### src/rtl/ulc_pkg.sv
package ulc_pkg;
   typedef enum logic [1:0] {
      ST_IDLE = 2'd0,
      ST_LOG  = 2'd1,
      ST_WR   = 2'd2,
      ST_RB   = 2'd3
   } ulc_state_e;

   localparam int CMD_TENT = 0;
   localparam int CMD_FIN  = 1;
   localparam int CMD_RB   = 2;
endpackage

### src/rtl/ulc_line_flags.sv
module ulc_line_flags #(
   parameter int LINES = 16,
   localparam int AW = $clog2(LINES)
) (
   input  logic             clk,
   input  logic             rst_n,
   input  logic             set_en,
   input  logic [AW-1:0]    set_idx,
   input  logic             clr_all,
   output logic [LINES-1:0] flags
);
   for (genvar i = 0; i < LINES; i++) begin : g_bit
      always_ff @(posedge clk or negedge rst_n) begin
         if (!rst_n)                                  flags[i] <= 1'b0;
         else if (clr_all)                            flags[i] <= 1'b0;
         else if (set_en && (set_idx == AW'(i)))      flags[i] <= 1'b1;
      end
   end

   AST_FLAGS_CLEARED: assert property (@(posedge clk) disable iff (!rst_n)
      clr_all |=> (flags == '0));
endmodule

### src/rtl/ulc_log_ram.sv
module ulc_log_ram #(
   parameter int EW    = 12,
   parameter int DEPTH = 8,
   localparam int LA   = $clog2(DEPTH)
) (
   input  logic          clk,
   input  logic          we,
   input  logic [LA-1:0] waddr,
   input  logic [EW-1:0] wentry,
   input  logic [LA-1:0] raddr,
   output logic [EW-1:0] rentry
);
   logic [EW-1:0] slots [DEPTH];

   always_ff @(posedge clk) begin
      if (we) slots[waddr] <= wentry;
   end

   assign rentry = slots[raddr];
endmodule

### src/rtl/ulc_data_ram.sv
module ulc_data_ram #(
   parameter int DW    = 8,
   parameter int LINES = 16,
   localparam int AW   = $clog2(LINES)
) (
   input  logic          clk,
   input  logic          rst_n,
   input  logic          we,
   input  logic [AW-1:0] waddr,
   input  logic [DW-1:0] wdata,
   input  logic [AW-1:0] raddr,
   output logic [DW-1:0] rdata
);
   logic [DW-1:0] words [LINES];

   always_ff @(posedge clk or negedge rst_n) begin
      if (!rst_n) begin
         for (int i = 0; i < LINES; i++) words[i] <= '0;
      end else if (we) begin
         words[waddr] <= wdata;
      end
   end

   assign rdata = words[raddr];
endmodule

### src/rtl/ulc_undo_ctrl.sv
module ulc_undo_ctrl
   import ulc_pkg::*;
#(
   parameter int DW        = 8,
   parameter int LINES     = 16,
   parameter int LOG_DEPTH = 8,
   localparam int AW = $clog2(LINES),
   localparam int LA = $clog2(LOG_DEPTH),
   localparam int PW = LA + 1,
   localparam int EW = AW + DW
) (
   input  logic          clk,
   input  logic          rst_n,
   input  logic          req_valid,
   input  logic          req_write,
   input  logic [AW-1:0] req_addr,
   input  logic [DW-1:0] req_wdata,
   output logic [DW-1:0] rdata,
   output logic          busy,
   input  logic          cmd_tentative,
   input  logic          cmd_final,
   input  logic          cmd_rollback,
   output logic          done,
   output logic          overflow
);
   if (LOG_DEPTH < 2 || LOG_DEPTH != (1 << LA)) begin : g_chk_log
      $error("LOG_DEPTH must be a power of two, at least 2");
   end
   if (LINES < 2 || DW < 1) begin : g_chk_mem
      $error("LINES must be at least 2 and DW at least 1");
   end

   ulc_state_e    state;
   logic [PW-1:0] head, tail, mark;
   logic [2:0]    pend;
   logic          tent_open;
   logic [AW-1:0] cap_addr;
   logic [DW-1:0] cap_data;
   logic [LINES-1:0] saved;

   logic [PW-1:0] used;
   logic          log_full, idle_free, take_req, direct_wr, rb_step;
   logic          open_tent, rb_finish, flag_clr;
   logic          mem_we;
   logic [AW-1:0] mem_wa, mem_ra;
   logic [DW-1:0] mem_wd, mem_q;
   logic [LA-1:0] log_ra;
   logic [EW-1:0] log_q;

   assign used      = head - tail;
   assign log_full  = (used == PW'(LOG_DEPTH));
   assign idle_free = (state == ST_IDLE) && (pend == 3'b000);
   assign take_req  = idle_free && req_valid;
   assign direct_wr = take_req && req_write && !overflow && saved[req_addr];
   assign rb_step   = (state == ST_RB) && (head != tail);
   assign rb_finish = (state == ST_RB) && (head == tail);
   assign open_tent = (state == ST_IDLE) && (pend == 3'b001) && !tent_open;
   assign flag_clr  = open_tent || rb_finish;
   assign busy      = (state != ST_IDLE) || (pend != 3'b000);
   assign log_ra    = LA'(head - 1'b1);
   assign mem_ra    = (state == ST_IDLE) ? req_addr : cap_addr;

   always_comb begin
      mem_we = 1'b0;
      mem_wa = req_addr;
      mem_wd = req_wdata;
      if (direct_wr) begin
         mem_we = 1'b1;
      end else if (state == ST_WR) begin
         mem_we = 1'b1;
         mem_wa = cap_addr;
         mem_wd = cap_data;
      end else if (rb_step) begin
         mem_we = 1'b1;
         mem_wa = log_q[EW-1:DW];
         mem_wd = log_q[DW-1:0];
      end
   end

   ulc_data_ram #(.DW(DW), .LINES(LINES)) u_mem (
      .clk(clk), .rst_n(rst_n), .we(mem_we), .waddr(mem_wa), .wdata(mem_wd),
      .raddr(mem_ra), .rdata(mem_q));

   ulc_log_ram #(.EW(EW), .DEPTH(LOG_DEPTH)) u_log (
      .clk(clk), .we(state == ST_LOG), .waddr(head[LA-1:0]),
      .wentry({cap_addr, mem_q}), .raddr(log_ra), .rentry(log_q));

   ulc_line_flags #(.LINES(LINES)) u_flags (
      .clk(clk), .rst_n(rst_n), .set_en(state == ST_WR), .set_idx(cap_addr),
      .clr_all(flag_clr), .flags(saved));

   always_ff @(posedge clk or negedge rst_n) begin
      if (!rst_n) begin
         state     <= ST_IDLE;
         head      <= '0;
         tail      <= '0;
         mark      <= '0;
         pend      <= '0;
         tent_open <= 1'b0;
         overflow  <= 1'b0;
         done      <= 1'b0;
         cap_addr  <= '0;
         cap_data  <= '0;
         rdata     <= '0;
      end else begin
         done <= 1'b0;
         pend <= pend | {cmd_rollback, cmd_final, cmd_tentative};
         unique case (state)
            ST_IDLE: begin
               if (pend[CMD_RB]) begin
                  pend[CMD_RB] <= 1'b0;
                  state        <= ST_RB;
               end else if (pend[CMD_FIN]) begin
                  pend[CMD_FIN] <= 1'b0;
                  done          <= 1'b1;
                  if (tent_open) begin
                     tail      <= mark;
                     tent_open <= 1'b0;
                     overflow  <= 1'b0;
                  end
               end else if (pend[CMD_TENT]) begin
                  pend[CMD_TENT] <= 1'b0;
                  done           <= 1'b1;
                  if (!tent_open) begin
                     mark      <= head;
                     tent_open <= 1'b1;
                  end
               end else if (take_req) begin
                  if (!req_write) begin
                     rdata <= mem_q;
                  end else if (!overflow && !saved[req_addr]) begin
                     if (log_full) begin
                        overflow <= 1'b1;
                     end else begin
                        cap_addr <= req_addr;
                        cap_data <= req_wdata;
                        state    <= ST_LOG;
                     end
                  end
               end
            end
            ST_LOG: begin
               head  <= head + 1'b1;
               state <= ST_WR;
            end
            ST_WR: state <= ST_IDLE;
            ST_RB: begin
               if (head != tail) begin
                  head <= head - 1'b1;
               end else begin
                  mark      <= tail;
                  tent_open <= 1'b0;
                  overflow  <= 1'b0;
                  done      <= 1'b1;
                  state     <= ST_IDLE;
               end
            end
            default: state <= ST_IDLE;
         endcase
      end
   end

   AST_LOG_BEFORE_DATA: assert property (@(posedge clk) disable iff (!rst_n)
      (state == ST_WR) |-> (head == PW'($past(head) + 1'b1)));
   AST_LOG_BOUND: assert property (@(posedge clk) disable iff (!rst_n)
      (used <= PW'(LOG_DEPTH)));
   AST_NO_WRITE_ON_OVF: assert property (@(posedge clk) disable iff (!rst_n)
      (overflow && state == ST_IDLE) |-> !mem_we);
   AST_TAIL_ONLY_BY_FINAL: assert property (@(posedge clk) disable iff (!rst_n)
      (state != ST_IDLE) |=> $stable(tail));
   AST_WRITE_BEFORE_CMD: assert property (@(posedge clk) disable iff (!rst_n)
      (state == ST_LOG) |=> (state == ST_WR));
endmodule

### config.mk
export PLATFORM = sky130hd
export DESIGN_NAME = ulc_undo_ctrl
export DESIGN_NICKNAME = d
export VERILOG_FILES = /design/src/rtl/ulc_pkg.sv /design/src/rtl/ulc_line_flags.sv /design/src/rtl/ulc_log_ram.sv /design/src/rtl/ulc_data_ram.sv /design/src/rtl/ulc_undo_ctrl.sv
export SDC_FILE = /design/constraint.sdc
export NUM_CORES = 1
export LEC_CHECK = 0
export BUFFER_PORTS_ARGS = -buffer_cell sky130_fd_sc_hd__buf_2
export CAP_MARGIN = 20
export CORE_MARGIN = 4
export CORE_UTILIZATION = 30
export CTS_CLUSTER_DIAMETER = 100
export DETAILED_ROUTE_END_ITERATION = 8
export PLACE_DENSITY = 0.52
export SLEW_MARGIN = 20
export SYNTH_ARGS = -nofsm -noshare
export SYNTH_HDL_FRONTEND = slang
export SYNTH_SLANG_ARGS = --single-unit
### constraint.sdc
create_clock -name clk -period 4.7 [get_ports clk]
set_clock_uncertainty 0.1 [all_clocks]
set_input_delay 0.47 -clock clk [delete_from_list [all_inputs] [get_ports clk]]
set_output_delay 0.47 -clock clk [all_outputs]
set_load 0.02 [all_outputs]
==> key figures <==
Synthesis
  – Number of distinct library cells after synthesis: 70
  – FF+latch count, synth: 280
  – Average cell area after synthesis: 15.4 um2
  – YS warnings: 0
  – Post-synthesis sequential area ratio: ~58%
  – Syn Inst Count: roughly 840
  – Syn_nets: 872
  – Post-synth design cell area: 13,000 um2
  – Post-synthesis async set-or-reset flop share: 65.7%
  – Ys flop type: dfrtp_1
  – EDFF count, synth: 96

Timing
  – RSZ-0062 raised after global routing: false
  – Crit path time final: 3.78 ns
  – Hold slack: 0.0355 ns
  – Fmax: 0.265 GHz
  – Period utilization: 80.4%
  – Setup TNS: 0 ns
  – Max_slew headroom: 35.4%
  – Final worst slack: around 0.9 ns
  – Worst Tran Pin Value: 0.968 ns
  – Final Setup Violations: 0
  – Hold Vio Cnt, Final: 0
  – Slew Limit Fails: 0

CTS
  – Worst skew pair latency: 0.58 ns
  – Longest Clk Path Bufs: 3
  – Clk sinks: 280
  – CTS clk-pin slew, worst paths: 0.06 ns
  – CTS tree: built
  – CTS HTree Levels: 1
  – CTS Buf Count: 31
  – Clock root buffer: clkbuf_16
  – Post-CTS sizing: 0

Die
  – Die Y: 216 um
  – I/O pin count: 30
  – Initial core utilization: a little under a third
  – Rows: between 70 and 80
  – Die Width: 216 um
  – Core area: 43,000 um2
  – Die ar.: 46,700 um2

Global route
  – Vias in the first global route: 7,466
  – Aggregate global-route resource usage: 12.7%
  – Global-route wire length before repair: 47,100 um
  – Largest net degree at the start of global routing: 115
  – Initial antenna violation count: 0
  – Total gr overflow: 0

Cells and area
  – # fillers: 4,193
  – Commonest non-fill, non-tap cell in the layout: dfrtp_1
  – Area delta synth->final: 14.9%
  – Utilization after layout: 34.8%
  – Final nets: 911
  – Most frequent cells in the layout: dfrtp_1, mux2_2, edfxtp_1
  – Share of cells above drive strength 1: 39.9%
  – Ant diodes: 0

Critical path
  – Crit path largest cell delay: 0.59 ns
  – Crit path DAT: 4.14 ns
  – Critical path type: flip-flop to flip-flop
  – CP Capture Type: flip-flop
  – Worst path cell trace: inv_1 -> ha_1 -> and2b_1 -> nand3_1 -> nor3b_2 -> and2_4 -> a32oi_2 -> nor3_4 -> mux2_2
  – Crit path max fanout: 27
  – Slowest cell on crit path: nor3_4
  – Startpoint Class: flip-flop
  – CP required: approximately 5.1 ns

Detailed routing
  – WL/cell: 20.0 um
  – Wirelength, routed: 29,900 um
  – Metal-1 WL: between 10,000 and 15,000 um
  – Met2 wire length: 14,300 um
  – Top layer in use: met4
  – Met3 wire length: 1000 um
  – Vias: 7,195
  – DRC Markers: 0
  – Detailed Route Iter0 Violations: 433
  – Vias per cell: 4.82
  – DRT Pass-1 Iters: 5
  – Final ANT Viol Nets: 0

Place
  – # port buffers: 29
  – Hpwl dp: roughly 20,000 um
  – RD Place Congestion: 0.731
  – Place WS: between 0.8 and 0.9 ns

Worst hold path
  – Hold Path Class: input pin to flip-flop

Power
  – Maximum vdd ir drop: approximately 0.36 mV
  – P_leak: 0.00617 uW
  – Cell Pwr Density: about 660 nW/um2

Flow run
  – Maxcap violations: 0

Status
  – Status: complete, no violations
-- power by group --
group | internal, uW | switching, uW
Sequential | 3290 | 315
Clock | 1480 | 1010
Combinational | 1700 | 2120
-- final timing paths --
check	slack, ns	end	cells past startpoint	startpoint
worst max-delay path	0.92	u_mem.words[99]	9	state[1]
worst min-delay path	0.04	pend[0]	2	cmd_tentative
max in group asynchronous	2.90	rdata[6]	3	rst_n
worst min register to register	0.38	mark[0]	2	mark[0]
worst max register to register	0.92	u_mem.words[99]	9	state[1]
min in group asynchronous	0.53	u_mem.words[23]	2	rst_n
-- sequential cells by signal, indices dropped and copies added, names as in the netlist --
register       cells
head               4
pend               3
overflow           1
state              2
cap_addr           4
tent_open          1
u_flags.flags     16
u_log.slots       96
u_mem.words      128
mark               4
tail               4
done               1
rdata              8
cap_data           8
-- area by class of cell --
type / instances / area (um2) / area share, %
Tap cell: 585 / 732 / 4.90
Clock buffer: 39 / 836 / 5.59
Inverter: 15 / 56.3 / 0.377
Multi-Input combinational cell: 502 / 5270 / 35.3
Sequential cell: 280 / 7490 / 50.1
Clock inverter: 19 / 215 / 1.44
Timing Repair Buffer: 52 / 342 / 2.29
-- critical path: cells and delay by family, from the launching register on --
family / cells / cell delay, ns
simple gates: 5 / 2.05
flops: 1 / 0.40
mux: 1 / 0.40
fa+ha+maj: 1 / 0.36
compound gates: 1 / 0.24
buf+inv: 1 / 0.13
-- cells in the mapped netlist, types with 4 or more instances --
cell	number	area share, %
dfrtp_1	184	35
mux2_2	150	13
edfxtp_1	96	22
mux4_2	56	9.7
nor2_1	39	1.1
nand2_1	34	0.98
a21oi_1	32	1.2
mux2i_1	26	2.0
buf_2	18	0.69
clkbuf_1	17	0.49
inv_1	15	0.43
nor2b_1	12	0.58
mux2_4	11	1.3
ha_1	10	0.96
o21ai_0	10	0.38
and3_1	9	0.43
a211o_1	8	0.54
a211oi_1	8	0.46
nor3_4	8	1.0
a31oi_1	6	0.29
nor3_1	6	0.23
a32o_1	5	0.38
buf_4	5	0.29
buf_6	4	0.35
nand2_2	4	0.19
nand3_2	4	0.31
-- stage by stage --
stage | cells | area, um2 | total power (uW)
after floorplan | 843 | 13000 | 6390
after global placement | 1432 | 13900 | 7500
after detailed placement | 1433 | 13900 | 7540
after CTS | 1492 | 14900 | 10100
after global routing | 1492 | 14900 | 10500
final | 1492 | 14900 | 9920
-- layer usage --
metal  up-vias  GRT usage (%)
li1       3286              -
met1      3791           18.3
met2        91           21.1
met3        27           1.84
met4         0           1.71
met5         -              0
-- cell families (layout without fill, tap and decap cells) --
group           count (synthesis)  count (layout)  synth area share [%]
buf+inv                        61             125                  2.31
simple gates                  133             133                  5.76
mux                           246             246                  26.2
compound gates                107             107                  6.72
fa+ha+maj                      10              10                 0.962
xor+xnor                        6               6                 0.462
flops                         280             280                  57.6
-- what timing repair did --
action	4_1_cts	5_1_grt
hold buffers	1	0
endpoints found under the hold margin	40	0
buffers inserted	0	0
No activity file was read; power rests on OpenSTA's default activity.
